File: src/rtl/iso_rx_pkg.sv
package iso_rx_pkg;
    typedef enum logic {
        SIDE_A = 1'b0,
        SIDE_B = 1'b1
    } side_e;
endpackage

File: src/rtl/iso_rx_wrctl.sv
module iso_rx_wrctl
    import iso_rx_pkg::*;
#(
    parameter int MAX_BYTES = 128,
    localparam int CNT_W  = $clog2(MAX_BYTES + 1),
    localparam int ADDR_W = (MAX_BYTES > 1) ? $clog2(MAX_BYTES) : 1
) (
    input  logic              clk,
    input  logic              rst_n,
    input  logic              sof_i,
    input  logic              tok_i,
    input  logic              wr_valid_i,
    input  logic              eop_i,
    input  logic              eop_err_i,
    input  logic [CNT_W-1:0]  max_pkt_i,
    output side_e             side_o,
    output logic              we_o,
    output logic [ADDR_W-1:0] waddr_o,
    output logic              pub_ok_o,
    output logic              pub_fail_o,
    output logic [CNT_W-1:0]  pub_cnt_o
);
    localparam logic [CNT_W-1:0] MAX_CNT = CNT_W'(MAX_BYTES);

    typedef struct packed {
        side_e                  side;
        logic                   active;
        logic                   ovf;
        logic [1:0]             ok;
        logic [1:0]             fail;
        logic [1:0][CNT_W-1:0]  cnt;
    } wr_state_t;

    wr_state_t st_d, st_q;
    logic [CNT_W-1:0] limit;
    logic             cur;
    logic             take;
    logic             room;
    logic             ovf_now;

    always_comb begin
        st_d       = st_q;
        we_o       = 1'b0;
        waddr_o    = '0;
        cur        = st_q.side;
        limit      = (max_pkt_i > MAX_CNT) ? MAX_CNT : max_pkt_i;
        take       = st_q.active && wr_valid_i && !tok_i;
        room       = st_q.cnt[cur] < limit;
        ovf_now    = st_q.ovf || (take && !room);

        if (tok_i) begin
            st_d.active    = 1'b1;
            st_d.ovf       = 1'b0;
            st_d.ok[cur]   = 1'b0;
            st_d.fail[cur] = 1'b0;
            st_d.cnt[cur]  = '0;
        end else begin
            if (take) begin
                if (room) begin
                    we_o          = 1'b1;
                    waddr_o       = st_q.cnt[cur][ADDR_W-1:0];
                    st_d.cnt[cur] = st_q.cnt[cur] + CNT_W'(1);
                end else begin
                    st_d.ovf = 1'b1;
                end
            end
            if (st_q.active && eop_i) begin
                st_d.active = 1'b0;
                st_d.ovf    = 1'b0;
                if (eop_err_i || ovf_now) begin
                    st_d.fail[cur] = 1'b1;
                end else begin
                    st_d.ok[cur] = 1'b1;
                end
            end
        end

        // values of the closing side, including this cycle's completion
        pub_ok_o   = st_d.ok[cur];
        pub_fail_o = st_d.fail[cur];
        pub_cnt_o  = st_d.cnt[cur];

        if (sof_i) begin
            st_d.side       = side_e'(~cur);
            st_d.active     = 1'b0;
            st_d.ovf        = 1'b0;
            st_d.ok[~cur]   = 1'b0;
            st_d.fail[~cur] = 1'b0;
            st_d.cnt[~cur]  = '0;
        end
    end

    always_ff @(posedge clk or negedge rst_n) begin
        if (!rst_n) begin
            st_q <= '{side: SIDE_A, active: 1'b0, ovf: 1'b0,
                      ok: '0, fail: '0, cnt: '0};
        end else begin
            st_q <= st_d;
        end
    end

    assign side_o = st_q.side;
endmodule

File: src/rtl/iso_rx_pub.sv
module iso_rx_pub #(
    parameter int MAX_BYTES = 128,
    localparam int CNT_W  = $clog2(MAX_BYTES + 1),
    localparam int ADDR_W = (MAX_BYTES > 1) ? $clog2(MAX_BYTES) : 1
) (
    input  logic              clk,
    input  logic              rst_n,
    input  logic              sof_i,
    input  logic              rd_en_i,
    input  logic              pub_ok_i,
    input  logic              pub_fail_i,
    input  logic [CNT_W-1:0]  pub_cnt_i,
    output logic              stat_ok_o,
    output logic              stat_fail_o,
    output logic [CNT_W-1:0]  count_o,
    output logic [ADDR_W-1:0] rptr_o
);
    localparam logic [ADDR_W-1:0] LAST_ADDR = ADDR_W'(MAX_BYTES - 1);

    typedef struct packed {
        logic              ok;
        logic              fail;
        logic [CNT_W-1:0]  cnt;
        logic [ADDR_W-1:0] rptr;
    } pub_state_t;

    pub_state_t st_d, st_q;

    always_comb begin
        st_d = st_q;
        if (sof_i) begin
            st_d.ok   = pub_ok_i;
            st_d.fail = pub_fail_i;
            st_d.cnt  = pub_cnt_i;
            st_d.rptr = '0;
        end else if (rd_en_i) begin
            st_d.rptr = (st_q.rptr == LAST_ADDR) ? '0 : st_q.rptr + ADDR_W'(1);
        end
    end

    always_ff @(posedge clk or negedge rst_n) begin
        if (!rst_n) begin
            st_q <= '0;
        end else begin
            st_q <= st_d;
        end
    end

    assign stat_ok_o   = st_q.ok;
    assign stat_fail_o = st_q.fail;
    assign count_o     = st_q.cnt;
    assign rptr_o      = st_q.rptr;
endmodule

File: src/rtl/iso_rx_buf.sv
module iso_rx_buf
    import iso_rx_pkg::*;
#(
    parameter int MAX_BYTES = 128,
    parameter int DATA_W    = 8,
    localparam int ADDR_W = (MAX_BYTES > 1) ? $clog2(MAX_BYTES) : 1,
    localparam int SIDES  = 2
) (
    input  logic              clk,
    input  side_e             wr_side_i,
    input  logic              we_i,
    input  logic [ADDR_W-1:0] waddr_i,
    input  logic [DATA_W-1:0] wdata_i,
    input  logic [ADDR_W-1:0] raddr_i,
    output logic [DATA_W-1:0] rdata_o
);
    logic [DATA_W-1:0] bank_rd [SIDES];
    side_e             rd_side;

    assign rd_side = side_e'(~wr_side_i);

    for (genvar b = 0; b < SIDES; b++) begin : g_bank
        logic [DATA_W-1:0] mem [MAX_BYTES];

        always_ff @(posedge clk) begin
            if (we_i && (wr_side_i == side_e'(b))) begin
                mem[waddr_i] <= wdata_i;
            end
        end

        assign bank_rd[b] = mem[raddr_i];
    end

    assign rdata_o = bank_rd[rd_side];
endmodule

File: src/rtl/iso_pingpong_rx.sv
module iso_pingpong_rx
    import iso_rx_pkg::*;
#(
    parameter int MAX_BYTES = 128,
    parameter int DATA_W    = 8,
    localparam int CNT_W  = $clog2(MAX_BYTES + 1),
    localparam int ADDR_W = (MAX_BYTES > 1) ? $clog2(MAX_BYTES) : 1
) (
    input  logic              clk,
    input  logic              rst_n,
    input  logic              sof_i,
    input  logic              tok_i,
    input  logic              wr_valid_i,
    input  logic [DATA_W-1:0] wr_data_i,
    input  logic              eop_i,
    input  logic              eop_err_i,
    input  logic [CNT_W-1:0]  max_pkt_i,
    input  logic              rd_en_i,
    output logic [DATA_W-1:0] rd_data_o,
    output logic [CNT_W-1:0]  rd_count_o,
    output logic              stat_ok_o,
    output logic              stat_fail_o,
    output logic              wr_side_o
);
    side_e             side;
    logic              we;
    logic [ADDR_W-1:0] waddr;
    logic [ADDR_W-1:0] rptr;
    logic              pub_ok;
    logic              pub_fail;
    logic [CNT_W-1:0]  pub_cnt;

    iso_rx_wrctl #(.MAX_BYTES(MAX_BYTES)) u_wrctl (
        .clk        (clk),
        .rst_n      (rst_n),
        .sof_i      (sof_i),
        .tok_i      (tok_i),
        .wr_valid_i (wr_valid_i),
        .eop_i      (eop_i),
        .eop_err_i  (eop_err_i),
        .max_pkt_i  (max_pkt_i),
        .side_o     (side),
        .we_o       (we),
        .waddr_o    (waddr),
        .pub_ok_o   (pub_ok),
        .pub_fail_o (pub_fail),
        .pub_cnt_o  (pub_cnt)
    );

    iso_rx_pub #(.MAX_BYTES(MAX_BYTES)) u_pub (
        .clk         (clk),
        .rst_n       (rst_n),
        .sof_i       (sof_i),
        .rd_en_i     (rd_en_i),
        .pub_ok_i    (pub_ok),
        .pub_fail_i  (pub_fail),
        .pub_cnt_i   (pub_cnt),
        .stat_ok_o   (stat_ok_o),
        .stat_fail_o (stat_fail_o),
        .count_o     (rd_count_o),
        .rptr_o      (rptr)
    );

    iso_rx_buf #(.MAX_BYTES(MAX_BYTES), .DATA_W(DATA_W)) u_buf (
        .clk       (clk),
        .wr_side_i (side),
        .we_i      (we),
        .waddr_i   (waddr),
        .wdata_i   (wr_data_i),
        .raddr_i   (rptr),
        .rdata_o   (rd_data_o)
    );

    assign wr_side_o = side;
endmodule

File: config.mk
export PLATFORM = sky130hd
export DESIGN_NAME = iso_pingpong_rx
export DESIGN_NICKNAME = d
export VERILOG_FILES = /design/src/rtl/iso_rx_pkg.sv /design/src/rtl/iso_rx_wrctl.sv /design/src/rtl/iso_rx_pub.sv /design/src/rtl/iso_rx_buf.sv /design/src/rtl/iso_pingpong_rx.sv
export SDC_FILE = /design/constraint.sdc
export NUM_CORES = 2
export LEC_CHECK = 0
export BUFFER_PORTS_ARGS = -buffer_cell sky130_fd_sc_hd__buf_2
export CAP_MARGIN = 25
export CORE_ASPECT_RATIO = 0.7
export CORE_MARGIN = 2
export CORE_UTILIZATION = 50
export DETAILED_ROUTE_END_ITERATION = 10
export PLACE_DENSITY = 0.76
export SETUP_SLACK_MARGIN = 0.02
export SYNTH_ARGS = -nofsm -noshare
export SYNTH_HDL_FRONTEND = slang
export SYNTH_SLANG_ARGS = --single-unit
File: constraint.sdc
create_clock -name clk -period 5.3 [get_ports clk]
set_input_delay 0.53 -clock clk [delete_from_list [all_inputs] [get_ports clk]]
set_output_delay 0.53 -clock clk [all_outputs]
set_load 0.005 [all_outputs]
==> results.txt <==
The H-tree was split into 4 levels. The final period utilization came out at 1.01. The net count after synthesis is 4132. The buffers plus inverters on the worst setup path came out at 2. The final total negative setup slack came out at -0.132 ns.

STA classifies the critical path endpoint as an output pin. The maximum achievable frequency is 187 MHz. Walking the worst path, the cells encountered are buf_4, and4b_1, nand2_1, nor3_1, or4_1, a211oi_2, nand4_1, nor4_1, buf_2.

The total power divided by cell area is 364 nW/um2. The final reports fail on setup timing. The master cell of the clock root buffer is sky130_fd_sc_hd__clkbuf_16. After routing the design area is 91700 um2. For this design the static power due to leakage is 28.4 nW.

The final clock skew came out at 0.0257 ns. The number of setup violations in the final report came out at 4. At the end of routability-driven placement, the weighted congestion stood at 1.02. The first-pass GRT wire length came out at 310000 um. In this design, the stage delay of the slowest critical-path cell is 0.63 ns. The number of synthesized flops with an enable pin came out at 2048. Data arrives at the worst endpoint at 4.81 ns. The run finished, with violations left. Global routing finished with a remaining overflow of 0.

The biggest area contributor in the post-synthesis netlist is sky130_fd_sc_hd__edfxtp_1. In the layout the commonest cells are sky130_fd_sc_hd__edfxtp_1 (2048), sky130_fd_sc_hd__mux4_2 (415), sky130_fd_sc_hd__nor2_1 (309). Of the total synthesized cell area, the portion taken by AND, OR, NAND and NOR gates is 0.0346. The worst pin sits at a relative slew slack of 0.182. The number of cells produced by synthesis came out at 4099. The first routing iteration left 7973 violations. The via count of the first global-routing pass was 42300. The net count of the finished layout is 4302. Counting I/O delays and the setup requirement, the final critical path takes 5.34 ns. The leading cell type in the layout, fill and taps excluded is sky130_fd_sc_hd__edfxtp_1. The number of fill cells in the layout came out at 11600. The total area inside the core boundary comes to 163000 um2.

By area the synthesized netlist is led by sky130_fd_sc_hd__edfxtp_1 (75%), sky130_fd_sc_hd__mux4_2 (11%), sky130_fd_sc_hd__mux2i_1 (3.2%). The largest net degree at the start of global routing came out at 177. The proportion of layout cells with a drive suffix above 1 is 0.212. Setup repair after global routing left no endpoint under its margin. The worst hold slack came out at 0.0597 ns. In this run, distinct cell masters in the synthesized netlist total 72. Timing analysis after detailed placement gives a worst setup slack of 0.570 ns. Clock-pin slew was measured on the worst setup and hold paths at 0.07 ns. By area, the combinational part of the netlist is dominated by multiplexers. The initial utilization of the core area, before any placement, comes to 0.504. The total number of vias is 44100. The fraction of the mapped netlist area in compound gates came out at 0.0319. After detailed routing, the number of vias per cell comes to 6.66. In the routed design, unresolved DRC markers number 0. The standard cell with the maximum stage delay on the critical path is sky130_fd_sc_hd__dfrtp_2.

The kind of critical path is reg2out. The post-synthesis async set-or-reset flop share came out at 0.0192. The number of nets with antenna violations after routing is 0. The full die area is 168000 um2.

In the global route stage, overall resource usage came out at 0.260. The I/O pin total came out at 43. The number of warnings issued by yosys came out at 0. Measured along the x axis, the die boundary spans 489 um. The placed instances occupy a cell area of 85700 um2. The post-synthesis cell area is 82400 um2. The site row count came out at 124.

The worst-case setup margin in the final layout is -0.0382 ns. The total iterations of the first detailed-routing run is 6. The TritonCTS sink count is 2088. The die extent in y came out at 344 um.

Along the worst path, the maximum fanout reaches 20. The final layout contains routed wiring with a total length of 218000 um. Of the total synthesized cell area, the portion taken by XOR and XNOR cells is 0.00160. The mean area per synthesized cell came out at 20.1 um2. The total of flip-flops plus latches after synthesis is 2088. The number of antenna violations at the first check in global routing came out at 5. The maximum buffer depth of the clock tree is 3. The clock insertion delay at the later pin of the skew report came out at 0.83 ns. The pin slew with the least headroom to its limit is 1.22 ns. The share of the yosys chip area belonging to registers is 0.759. The cell class contributing the biggest share of worst-path delay is simple AND/OR/NAND/NOR gates. The mean routed wirelength per cell is 32.9 um. The most used flip-flop cell after synthesis is sky130_fd_sc_hd__edfxtp_1. Of the total synthesized cell area, the portion taken by full adders, half adders and majority gates is 0.00137. The count of max-cap constraint violations is 0. The total of buffers placed on input and output ports came out at 42.

Once detailed placement completed, the half-perimeter wirelength came to 133000 um. VDD sags by at most 0.268 mV. Of the post-synthesis cell area, the part taken by muxes is 0.154.

The share of the synthesized area in the top cell type is 0.747. The type of element launching the critical path is a flop. TritonCTS built the clock tree.

In this run the worst hold path is classified as in2async. The final max-slew violation count came out at 0. The area growth from synthesis to layout is 11.4%. The critical path required time is 4.77 ns.

The number of hold violations in the final report is 0. Clock tree synthesis inserted a total of 177 buffers.
==> flip-flops by register name, summed over array words and instances, names as in the netlist <==
| signal | flops |
|---|---|
| u_buf.g_bank.mem | 2048 |
| u_wrctl.st_q | 22 |
| u_pub.count_o | 8 |
| u_pub.rptr_o | 7 |
| u_pub.stat_fail_o | 1 |
| u_pub.stat_ok_o | 1 |
| u_wrctl.side_o | 1 |
==> cells by family after synthesis <==
logic type	after synthesis
compound gates	378
buf+inv	262
flops	2088
xor+xnor	15
mux	709
simple gates	638
fa+ha+maj	9
==> synthesized netlist by cell type, drive strengths merged, types with 20 or more instances <==
cell and number:
a211oi 29, a21oi 85, a22oi 25, buf 147, clkbuf 93, dfrtp 40, edfxtp 2048, inv 20
mux2i 266, mux4 438, nand2 131, nand3 37, nand4 23, nor2 311, nor3 62, o21ai 45
o221ai 65, o22ai 31
==> per-layer routing <==
metal	up-vias	track usage	wire [um]
met5	-	0.00585	137
met4	6	0.0904	7520
met3	472	0.108	35600
met2	3613	0.351	91500
met1	22700	0.379	83400
li1	17300	-	-
==> worst paths after layout <==
| path | cells past startpoint | start | slack (ns) | endpoint |
|---|---|---|---|---|
| min reg2reg | 1 | u_pub.stat_ok_o | 0.50 | u_pub.stat_ok_o |
| min | 2 | rst_n | 0.06 | u_pub.count_o[0] |
| max in group asynchronous | 3 | rst_n | 4.80 | u_pub.rptr_o[2] |
| max | 9 | u_wrctl.side_o | -0.04 | rd_data_o[7] |
| min in group clk | 4 | eop_i | 0.07 | u_wrctl.st_q[21] |
| max reg2reg | 11 | u_wrctl.side_o | 0.39 | u_buf.g_bank[0].mem[21][6] |
==> cell type report <==
type                            count  area (um2)  share of cell area
Antenna cell                        4        10.0            0.000109
Clock buffer                      226        4710              0.0513
Clock inverter                    100        1040              0.0114
Inverter                           22        87.6            0.000955
Multi-Input combinational cell   1749       18500               0.202
Sequential cell                  2088       62500               0.682
Tap cell                         2205        2760              0.0301
Timing Repair Buffer              231        2090              0.0228
==> what timing repair did <==
item                       CTS  global route
gates resized for setup      8            13
hold buffers                 2             0
cloned                       0             1
buffers inserted             1             1
setup endpoints to repair    6             7
hold endpoints to repair    41             0
==> power by group <==
group          leakage (nW)  total [mW]  switching [mW]  internal, mW
clock network          2.81        13.2            5.93          7.24
registers              18.9        18.2          0.0555          18.1
logic                  6.62        2.03            1.29         0.733
total                  28.4        33.4            7.28          26.1
==> stage by stage <==
| stage | power (mW) | util | instances |
|---|---|---|---|
| final | 33.4 | 0.561 | 6625 |
| after global routing | 34.1 | 0.561 | 6621 |
| after CTS | 33.4 | 0.560 | 6616 |
| after detailed placement | 20.5 | 0.525 | 6287 |
| after global placement | 20.5 | 0.525 | 6283 |
| after floorplan | 19.6 | - | 4099 |
Note: power is estimated with default switching activity, not from simulation.
